--- config.mk ---
export PLATFORM = sky130hd
export DESIGN_NAME = regalu_datapath
export DESIGN_NICKNAME = d
export VERILOG_FILES = /design/src/rtl/regalu_pkg.sv /design/src/rtl/regalu_dest_dec.sv /design/src/rtl/regalu_regfile.sv /design/src/rtl/regalu_alu.sv /design/src/rtl/regalu_datapath.sv
export SDC_FILE = /design/constraint.sdc
export NUM_CORES = 1
export LEC_CHECK = 0
export ABC_AREA = 1
export ABC_CLOCK_PERIOD_IN_PS = 5900
export BUFFER_PORTS_ARGS = -buffer_cell sky130_fd_sc_hd__buf_2
export CAP_MARGIN = 20
export CORE_AREA = 2 2 125 127
export CTS_CLUSTER_DIAMETER = 100
export CTS_CLUSTER_SIZE = 25
export DETAILED_ROUTE_END_ITERATION = 8
export DIE_AREA = 0 0 127 129
export GPL_TIMING_DRIVEN = 0
export HOLD_SLACK_MARGIN = 0.1
export SYNTH_ARGS = -nofsm -noshare
export SYNTH_HDL_FRONTEND = slang
export SYNTH_SLANG_ARGS = --single-unit
--- constraint.sdc ---
create_clock -name clk -period 5.9 [get_ports clk]
set_input_delay 1.18 -clock clk [delete_from_list [all_inputs] [get_ports clk]]
set_output_delay 1.18 -clock clk [all_outputs]
set_load 0.05 [all_outputs]
--- src/rtl/regalu_pkg.sv ---
package regalu_pkg;

    localparam int unsigned NUM_REGS = 7;
    localparam int unsigned SEL_W    = 3;
    localparam int unsigned OP_W     = 5;
    localparam int unsigned CTRL_W   = 3 * SEL_W + OP_W;

    typedef enum logic [OP_W-1:0] {
        OP_PASS = 5'b00000,
        OP_INC  = 5'b00001,
        OP_ADD  = 5'b00010,
        OP_SUB  = 5'b00101,
        OP_DEC  = 5'b00110,
        OP_AND  = 5'b01000,
        OP_OR   = 5'b01010,
        OP_XOR  = 5'b01100,
        OP_NOT  = 5'b01110,
        OP_SHR  = 5'b10000,
        OP_SHL  = 5'b11000
    } alu_op_e;

    typedef struct packed {
        logic [SEL_W-1:0] src_a;
        logic [SEL_W-1:0] src_b;
        logic [SEL_W-1:0] dest;
        logic [OP_W-1:0]  op;
    } ctrl_t;

    typedef struct packed {
        logic zero;
        logic carry;
        logic sign;
    } flags_t;

    function automatic ctrl_t unpack_ctrl(input logic [CTRL_W-1:0] raw);
        return ctrl_t'(raw);
    endfunction

endpackage

--- src/rtl/regalu_dest_dec.sv ---
module regalu_dest_dec
    import regalu_pkg::*;
(
    input  logic [SEL_W-1:0]   dest,
    output logic [NUM_REGS:1]  load_en
);
    for (genvar i = 1; i <= NUM_REGS; i++) begin : g_dec
        assign load_en[i] = (dest == SEL_W'(i));
    end
endmodule

--- src/rtl/regalu_regfile.sv ---
module regalu_regfile
    import regalu_pkg::*;
#(
    parameter int unsigned WIDTH = 8
) (
    input  logic                 clk,
    input  logic                 rst,
    input  logic [NUM_REGS:1]    load_en,
    input  logic [WIDTH-1:0]     wr_data,
    input  logic [SEL_W-1:0]     src_a,
    input  logic [SEL_W-1:0]     src_b,
    input  logic [WIDTH-1:0]     ext_in,
    output logic [WIDTH-1:0]     a_bus,
    output logic [WIDTH-1:0]     b_bus
);
    logic [NUM_REGS:1][WIDTH-1:0] regs_q;

    for (genvar i = 1; i <= NUM_REGS; i++) begin : g_reg
        always_ff @(posedge clk) begin
            if (rst)
                regs_q[i] <= '0;
            else if (load_en[i])
                regs_q[i] <= wr_data;
        end


        reg_load_chk: assert property (@(posedge clk) disable iff (rst)
            load_en[i] |=> regs_q[i] == $past(wr_data));

        reg_hold_chk: assert property (@(posedge clk) disable iff (rst)
            !load_en[i] |=> $stable(regs_q[i]));
    end

    always_comb begin
        a_bus = (src_a == '0) ? ext_in : regs_q[src_a];
        b_bus = (src_b == '0) ? ext_in : regs_q[src_b];
    end


    reg_reset_chk: assert property (@(posedge clk)
        rst |=> regs_q == '0);


    no_dest_chk: assert property (@(posedge clk) disable iff (rst)
        (load_en == '0) |=> $stable(regs_q));
endmodule

--- src/rtl/regalu_alu.sv ---
module regalu_alu
    import regalu_pkg::*;
#(
    parameter int unsigned WIDTH = 8
) (
    input  logic [OP_W-1:0]  op,
    input  logic [WIDTH-1:0] a,
    input  logic [WIDTH-1:0] b,
    output logic [WIDTH-1:0] y,
    output flags_t           flags
);
    localparam int unsigned EXT_W = WIDTH + 1;

    logic [EXT_W-1:0] wide;
    logic [WIDTH-1:0] one;

    assign one = WIDTH'(1);

    always_comb begin
        case (alu_op_e'(op))
            OP_PASS: wide = {1'b0, a};
            OP_INC:  wide = {1'b0, a} + {1'b0, one};
            OP_ADD:  wide = {1'b0, a} + {1'b0, b};
            OP_SUB:  wide = {1'b0, a} - {1'b0, b};
            OP_DEC:  wide = {1'b0, a} - {1'b0, one};
            OP_AND:  wide = {1'b0, a & b};
            OP_OR:   wide = {1'b0, a | b};
            OP_XOR:  wide = {1'b0, a ^ b};
            OP_NOT:  wide = {1'b0, ~a};
            OP_SHR:  wide = {a[0], 1'b0, a[WIDTH-1:1]};
            OP_SHL:  wide = {a, 1'b0};
            default: wide = '0;
        endcase
        y           = wide[WIDTH-1:0];
        flags.carry = wide[WIDTH];
        flags.zero  = (wide[WIDTH-1:0] == '0);
        flags.sign  = wide[WIDTH-1];
    end
endmodule

--- src/rtl/regalu_datapath.sv ---
module regalu_datapath
    import regalu_pkg::*;
#(
    parameter int unsigned WIDTH = 8
) (
    input  logic              clk,
    input  logic              rst,
    input  logic [13:0]       ctrl_word,
    input  logic [WIDTH-1:0]  ext_in,
    output logic [WIDTH-1:0]  result,
    output logic              flag_zero,
    output logic              flag_carry,
    output logic              flag_sign
);
    ctrl_t               cw;
    logic [NUM_REGS:1]   load_en;
    logic [WIDTH-1:0]    a_bus;
    logic [WIDTH-1:0]    b_bus;
    logic [WIDTH-1:0]    alu_y;
    flags_t              alu_flags;

    assign cw = unpack_ctrl(ctrl_word);

    regalu_dest_dec u_dec (
        .dest    (cw.dest),
        .load_en (load_en)
    );

    regalu_regfile #(.WIDTH(WIDTH)) u_regs (
        .clk     (clk),
        .rst     (rst),
        .load_en (load_en),
        .wr_data (alu_y),
        .src_a   (cw.src_a),
        .src_b   (cw.src_b),
        .ext_in  (ext_in),
        .a_bus   (a_bus),
        .b_bus   (b_bus)
    );

    regalu_alu #(.WIDTH(WIDTH)) u_alu (
        .op    (cw.op),
        .a     (a_bus),
        .b     (b_bus),
        .y     (alu_y),
        .flags (alu_flags)
    );

    assign result     = alu_y;
    assign flag_zero  = alu_flags.zero;
    assign flag_carry = alu_flags.carry;
    assign flag_sign  = alu_flags.sign;


    ext_route_chk: assert property (@(posedge clk) disable iff (rst)
        (cw.src_a == '0) |-> a_bus == ext_in);

    sub_relation_chk: assert property (@(posedge clk) disable iff (rst)
        (cw.op == OP_SUB) |-> WIDTH'(result + b_bus) == a_bus);

    add_carry_chk: assert property (@(posedge clk) disable iff (rst)
        (cw.op == OP_ADD) |-> flag_carry == (result < a_bus));

    zero_flag_chk: assert property (@(posedge clk) disable iff (rst)
        flag_zero |-> result == '0);
endmodule

Yosys cells after proc, flatten, opt, wreduce, memory -nomap -nowiden
Index checks and enable logic that the tools add are counted.
{"block": "word_totals", "word_cells": 45, "out_inout_bits": 11, "register_bits": 56}
{"block": "op_classes", "bitwise_logic": 4, "n_lt_le_gt_ge": 2, "add_sub_neg": 4, "n_reduce_logical": 4, "muxes": 7, "eq_ne": 17}
{"op": "$pmux 9 s11", "n": 1}
{"op": "$bmux 8 s3", "n": 2}
{"op": "$mux 8", "n": 4}
{"op": "$eq 5x4->1 const B", "n": 4}
{"op": "$eq 3x3->1 const B", "n": 4}
{"op": "$eq 5x3->1 const B", "n": 2}
{"op": "$eq 5x5->1 const B", "n": 2}
{"op": "$add 8x1->9 const B", "n": 1}
{"op": "$add 8x8->9", "n": 1}
{"op": "$sub 8x1->9 const B", "n": 1}
{"op": "$sub 8x8->9", "n": 1}
{"op": "$and 8x8->8", "n": 1}
{"op": "$logic_not 8->1", "n": 1}
{"op": "$lt 3x4->1 const B", "n": 2}
{"op": "$not 8->8", "n": 1}
{"op": "$or 8x8->8", "n": 1}
{"op": "$xor 8x8->8", "n": 1}
{"op": "$eq 3x2->1 const B", "n": 2}
{"op": "$logic_not 3->1", "n": 2}
{"op": "$eq 5x1->1 const B", "n": 1}
{"op": "$eq 5x2->1 const B", "n": 1}
{"op": "$logic_not 5->1", "n": 1}
{"op": "$eq 3x1->1 const B", "n": 1}

Longest topological paths before layout
{"block": "logic_depth", "ltp_word": 6, "depth_mapped": 27, "mapped_depth_nobuf": 26}

Cells and area by module
From an unflattened synthesis, not the netlist that was laid out.
{"block": "hier_totals", "cells_unflattened": 828, "area_unflattened_um2": 4740.8}
{"module": "regalu_regfile", "instances": 1, "seq_area_each_um2": 1121.1, "cells_each": 515, "area_each_um2": 3140.5}
{"module": "regalu_alu", "instances": 1, "seq_area_each_um2": 0.0, "cells_each": 299, "area_each_um2": 1547.7}
{"module": "regalu_dest_dec", "instances": 1, "seq_area_each_um2": 0.0, "cells_each": 14, "area_each_um2": 52.6}

Least setup slack after synthesis
Ideal clock, no wire load.
{"block": "synth_timing", "path_type": "input to output", "startpoint": "input ctrl_word[8]", "endpoint": "output flag_zero", "path_slack_ns": 0.233, "t_required_ns": 4.720, "path_buffers": 2, "cell_stages": 24, "arrival_ns": 4.487, "cell_sequence": "buf_4 -> buf_4 -> o21ai_0 -> nand3_1 -> nand2_1 -> inv_1 -> ha_1 -> nand3_1 -> nand2_1 -> o221ai_1 -> inv_1 -> ha_1 -> nand2_1 -> nand2_1 -> inv_1 -> nand2_1 -> or2_2 -> nand3_1 -> nand2_1 -> a21oi_1 -> nand2_1 -> nor2_1 -> nand2_1 -> nor2_2"}
{"block": "synth_via", "elab_chain_len": 6}
{"item": "start, declared", "line": "regalu_datapath.sv:8", "source": "input logic [13:0] ctrl_word,"}
{"item": "$bmux 8 s3", "line": "regalu_regfile.sv:36", "source": "b_bus = (src_b == '0) ? ext_in : regs_q[src_b];"}
{"item": "$mux 8 (implied by the code)", "line": "regalu_regfile.sv:36"}
{"item": "$mux 8 (*)", "line": "regalu_regfile.sv:36"}
{"item": "$sub 8x8->9, or another cell as far along", "line": "regalu_alu.sv:24", "source": "OP_SUB: wide = {1'b0, a} - {1'b0, b};"}
{"item": "$pmux 9 s11 (*)", "line": "regalu_alu.sv:20", "source": "case (alu_op_e'(op))"}
{"item": "named net result[3]", "line": "regalu_datapath.sv:10", "source": "output logic [WIDTH-1:0] result,"}
{"item": "$logic_not 8->1 (*)", "line": "regalu_alu.sv:36", "source": "flags.zero = (wide[WIDTH-1:0] == '0);"}
{"item": "end, declared", "line": "regalu_datapath.sv:11", "source": "output logic flag_zero,"}
Mark *: on every way through the listed nets, which the timed path passes. The rest lies on a longest branch. The select of a mux whose other input is x is not followed.

Final worst setup path
{"block": "layout_timing", "startpoint": "input ctrl_word[8]", "endpoint": "output flag_zero"}
{"block": "layout_via", "elab_chain_len": 6}
{"item": "$bmux 8 s3", "line": "regalu_regfile.sv:36"}
{"item": "$mux 8 (implied by the code)", "line": "regalu_regfile.sv:36"}
{"item": "$mux 8 (*)", "line": "regalu_regfile.sv:36"}
{"item": "$sub 8x8->9, or another cell as far along", "line": "regalu_alu.sv:24"}
{"item": "$pmux 9 s11 (*)", "line": "regalu_alu.sv:20"}
{"item": "$logic_not 8->1 (*)", "line": "regalu_alu.sv:36"}
Mark *: on every way between the ends. The rest lies on a longest branch, timed or not. The select of a mux whose other input is x is not followed.

==> flow_summary_export.csv <==
group,metric,value,unit
sta,worst_slew_margin_rel,36.7,%
worst_setup_path,r2r_start,"u_regs.regs_q[24]",
power,ir_drop,0.000123,V
sta,maxSlewViolCount,0,
worst_setup_path,cp_cell_sequence,"buf_2 > clkbuf_2 > o21ai_0 > nand3_2 > nand2_2 > inv_1 > ha_1 > a211oi_2 > inv_1 > fa_2 > inv_1 > nand3_1 > nand3_1 > nand2_1 > nand3_1 > nand2_1 > nor2_4 > nand2_4 > nor2_1 > nand2_1 > nor2_2 > buf_6",
global_routing,grt_pass1_wl,26.3,mm
detailed_routing,drt-total-wl,16.5,mm
worst_setup_path,critical-path-slowest-cell,"fa_2",
cts,root_buffer,"clkbuf_16",
layout,finalNonFillerCells,1074,
global_routing,grt_max_degree,18,
sta,holdWs,554,ps
floorplanning,dieWidth,127,um
power,comb_power_share,34.7,%
sta,timing.final.crit_share,96.3,%
placement,place.gp.congestion,0.913,
cts,clockBufferDepth,2,
worst_setup_path,critPathKind,"input port to output port",
cts,clk_pin_slew,70,ps
yosys,synth_cell_types,38,
min_path,min_from,"u_regs.regs_q[11]",
power,power_switching,0.415,mW
yosys,synth_compound_area_share,19.8,%
min_path,hold_path_depth,2,
power,p_per_area,189,nW/um2
worst_setup_path,crit_buf_inv,6,
sta,fin_setup_tns,0,ps
power,p_int,0.679,mW
min_path,whs_endpoint,"u_regs.regs_q[11]",
sta,finalSetupViolations,0,
yosys,muxShareOfSynthArea,0,%
detailed_routing,post_drt_wl_per_cell,15.4,um
yosys,synthCells,838,
global_routing,grt_overflow,0,
cts,cts_max_level,2,
cts,clock-sinks,56,
floorplanning,die_area,16400,um2
worst_setup_path,regToRegSetupSlack,2600,ps
cts,cts_inserted_buffers,5,
worst_setup_path,worstPathMaxFanout,10,
floorplanning,die_y,129,um
floorplanning,io-pin-count,35,
power,switching_share,37.9,%
layout,nets,935,
yosys,syn_avg_cell_area,5.99,um2
worst_setup_path,critPathCaptureType,"output port",
worst_setup_path,ff2ff_path_depth,25,
power,seqPwrFrac,37.4,%
worst_setup_path,crit_start,"ctrl_word[8]",
layout,area_growth,15.1,%
yosys,synth_xor_area_share,0.174,%
detailed_routing,drc,0,
global_routing,antenna_found_initial,0,
cts,cts_tree,"done",
layout,fillers,1682,
sta,finalHoldViolCount,0,
layout,regArea,1120,um2
cts,clock_latency,300,ps
sta,skew,2.51,ps
yosys,synth_fa_ha_area_share,6.63,%
yosys,synth_nets,888,
floorplanning,core,15000,um2
placement,dp_hpwl,12.6,mm
sta,tightest_slew,942,ps
detailed_routing,dr.pass1.iters,5,
detailed_routing,route.vias.total,5445,
placement,io_buffers,29,
global_routing,grt_pass1_vias,4915,
power,pwr-share-clk,27.9,%
outcome,status,"finished, final reports clean",
yosys,ys_ff_latch,56,
layout,multi_input_comb_area,3210,um2
layout,largest_reg_flops,56,
yosys,syn_area,5020,um2
yosys,ys_warn_count,0,
worst_setup_path,r2r_end,"u_regs.regs_q[5]",
detailed_routing,via_per_inst,5.07,
yosys,yosysSeqAreaShare,22.3,%
yosys,yosys.area_share.simple,34.9,%
sta,min_period,5680,ps
floorplanning,start_util,33.5,%
placement,dpl.cell_count,1055,
floorplanning,placement_rows,45,
layout,top_register,"u_regs.regs_q",
yosys,synth_top_family_by_area,"simple AND/OR/NAND/NOR gates",
layout,fin_util,38.6,%
layout,drive_gt1_share,16.3,%
worst_setup_path,cp-start-kind,"input port",
worst_setup_path,cpPeakStageDelay,370,ps
sta,max_freq,0.176,GHz
min_path,min-delay-path-class,"flop to flop",
detailed_routing,drtIter0Drc,478,
job,max-cap-violations,0,
worst_setup_path,cp.arrival,4500,ps
layout,diodes,0,
layout,top_regs,"u_regs.regs_q (56)",
worst_setup_path,cp_top_family,"simple AND/OR/NAND/NOR gates",
worst_setup_path,required,4720,ps
global_routing,grtUsageTotal,20.4,%
power,p_leak,3.02,nW
detailed_routing,antenna_left,0,
## layer usage
layer | part of all wire [%] | global-route usage [%] | up-vias
met5 | 0 | 0 | -
met4 | 2.0 | 6.27 | 0
met1 | 44 | 27.1 | 2473
met2 | 47 | 34.8 | 178
met3 | 6.2 | 2.33 | 20
li1 | - | - | 2774
## power groups by stage
stage	sequential (mW)	combinational (mW)	clock, mW
floorplan	0.413	0.251	0
global placement	0.416	0.344	0
detailed placement	0.417	0.346	0
CTS	0.408	0.354	0.310
global route	0.411	0.421	0.326
finish	0.409	0.380	0.305
## cell usage in the layout, fill, tap and decap left out, types with 4 or more instances in the layout
master and n:
inv_1 146, o211ai_1 8, nand3_4 4, ha_1 22, buf_4 16, nor3_1 7
nand4_1 12, o21ai_0 76, nand3_1 68, dfxtp_1 56, clkbuf_16 5, clkbuf_1 12
inv_4 4, nand2_4 5, nand3_2 8, o21bai_1 9, buf_6 6, nor2_1 33
a21oi_1 75, inv_2 10, nand2_1 203, o21ai_1 11, buf_2 30, a21oi_2 4
nor2_2 12, nand2_2 16
## cell usage after synthesis
| library cell | number | share of area (%) |
|---|---|---|
| nor2_1 | 36 | 2.7 |
| nand2_4 | 2 | 0.45 |
| nor2_4 | 1 | 0.22 |
| o21a_1 | 1 | 0.15 |
| o21bai_1 | 9 | 1.3 |
| buf_8 | 2 | 0.60 |
| nand2_1 | 205 | 15 |
| xnor2_1 | 1 | 0.17 |
| a21oi_1 | 78 | 7.8 |
| clkbuf_1 | 12 | 0.90 |
| inv_1 | 147 | 11 |
| inv_8 | 1 | 0.22 |
| o21ai_0 | 79 | 7.9 |
| nor3_2 | 2 | 0.40 |
| nor3b_1 | 1 | 0.15 |
| a21oi_2 | 1 | 0.17 |
| buf_6 | 4 | 0.90 |
| nand4_1 | 12 | 1.5 |
| clkinv_1 | 1 | 0.075 |
| buf_4 | 5 | 0.75 |
| dfxtp_1 | 56 | 22 |
| fa_1 | 1 | 0.40 |
| ha_1 | 25 | 6.2 |
| o211ai_1 | 8 | 1.2 |
| inv_2 | 11 | 0.82 |
| or2_2 | 2 | 0.25 |
| o221ai_1 | 1 | 0.17 |
| nor3_1 | 7 | 0.70 |
| inv_4 | 2 | 0.25 |
| o21ai_1 | 9 | 0.90 |
| nand4_4 | 1 | 0.42 |
| nand3_1 | 71 | 7.1 |
| nand2_2 | 17 | 2.1 |
| a211oi_2 | 1 | 0.25 |
| nand3_2 | 6 | 1.2 |
| buf_2 | 6 | 0.60 |
| nand3_4 | 3 | 1.0 |
| nor2_2 | 11 | 1.4 |
## timing repair
action                     in CTS  in global routing
hold buffers                    0                  0
buffers inserted                0                 11
gates resized for setup         8                 30
pin swaps                       0                 10
setup endpoints to repair       2                  7
## final cells by class
class,instances,share of cell area (%)
Inverter,162,10.8
Tap cell,188,4.07
Sequential cell,56,19.4
Clock buffer,6,2.23
Timing Repair Buffer,40,4.05
Multi-Input combinational cell,591,55.6
Clock inverter,2,0.282
Buffer,29,3.51
## worst max path at each step
| stage | end | cells past startpoint | slack, ps |
|---|---|---|---|
| 2_1_floorplan | flag_zero | 24 | 230 |
| 3_3_place_gp | flag_zero | 23 | -230 |
| 3_5_place_dp | flag_zero | 23 | -250 |
| 4_1_cts | flag_zero | 28 | 3 |
| 5_1_grt | flag_zero | 27 | -60 |
| 6_report | flag_zero | 22 | 220 |
## tightest hold or removal path, delay by kind of cell (launching register included)
family             cells  cell delay (ps)
DFF                    1              310
AOI/OAI and AO/OA      2              200
## cells by family (layout without fill, tap and decap cells)
logic type / after synthesis / after routing
buf+inv: 191 / 239
simple gates: 377 / 377
flops: 56 / 56
fa+ha+maj: 26 / 26
compound gates: 187 / 187
xor+xnor: 1 / 1
## metrics by stage
stage	setup WS [ps]	cell area, um2	total power, mW
2_1_floorplan	233	5020	0.664
3_3_place_gp	-230	5400	0.760
3_5_place_dp	-251	5400	0.763
4_1_cts	2.78	5570	1.07
5_1_grt	-55.3	5780	1.16
6_report	219	5780	1.09
Note: power is estimated with default switching activity, not from simulation.
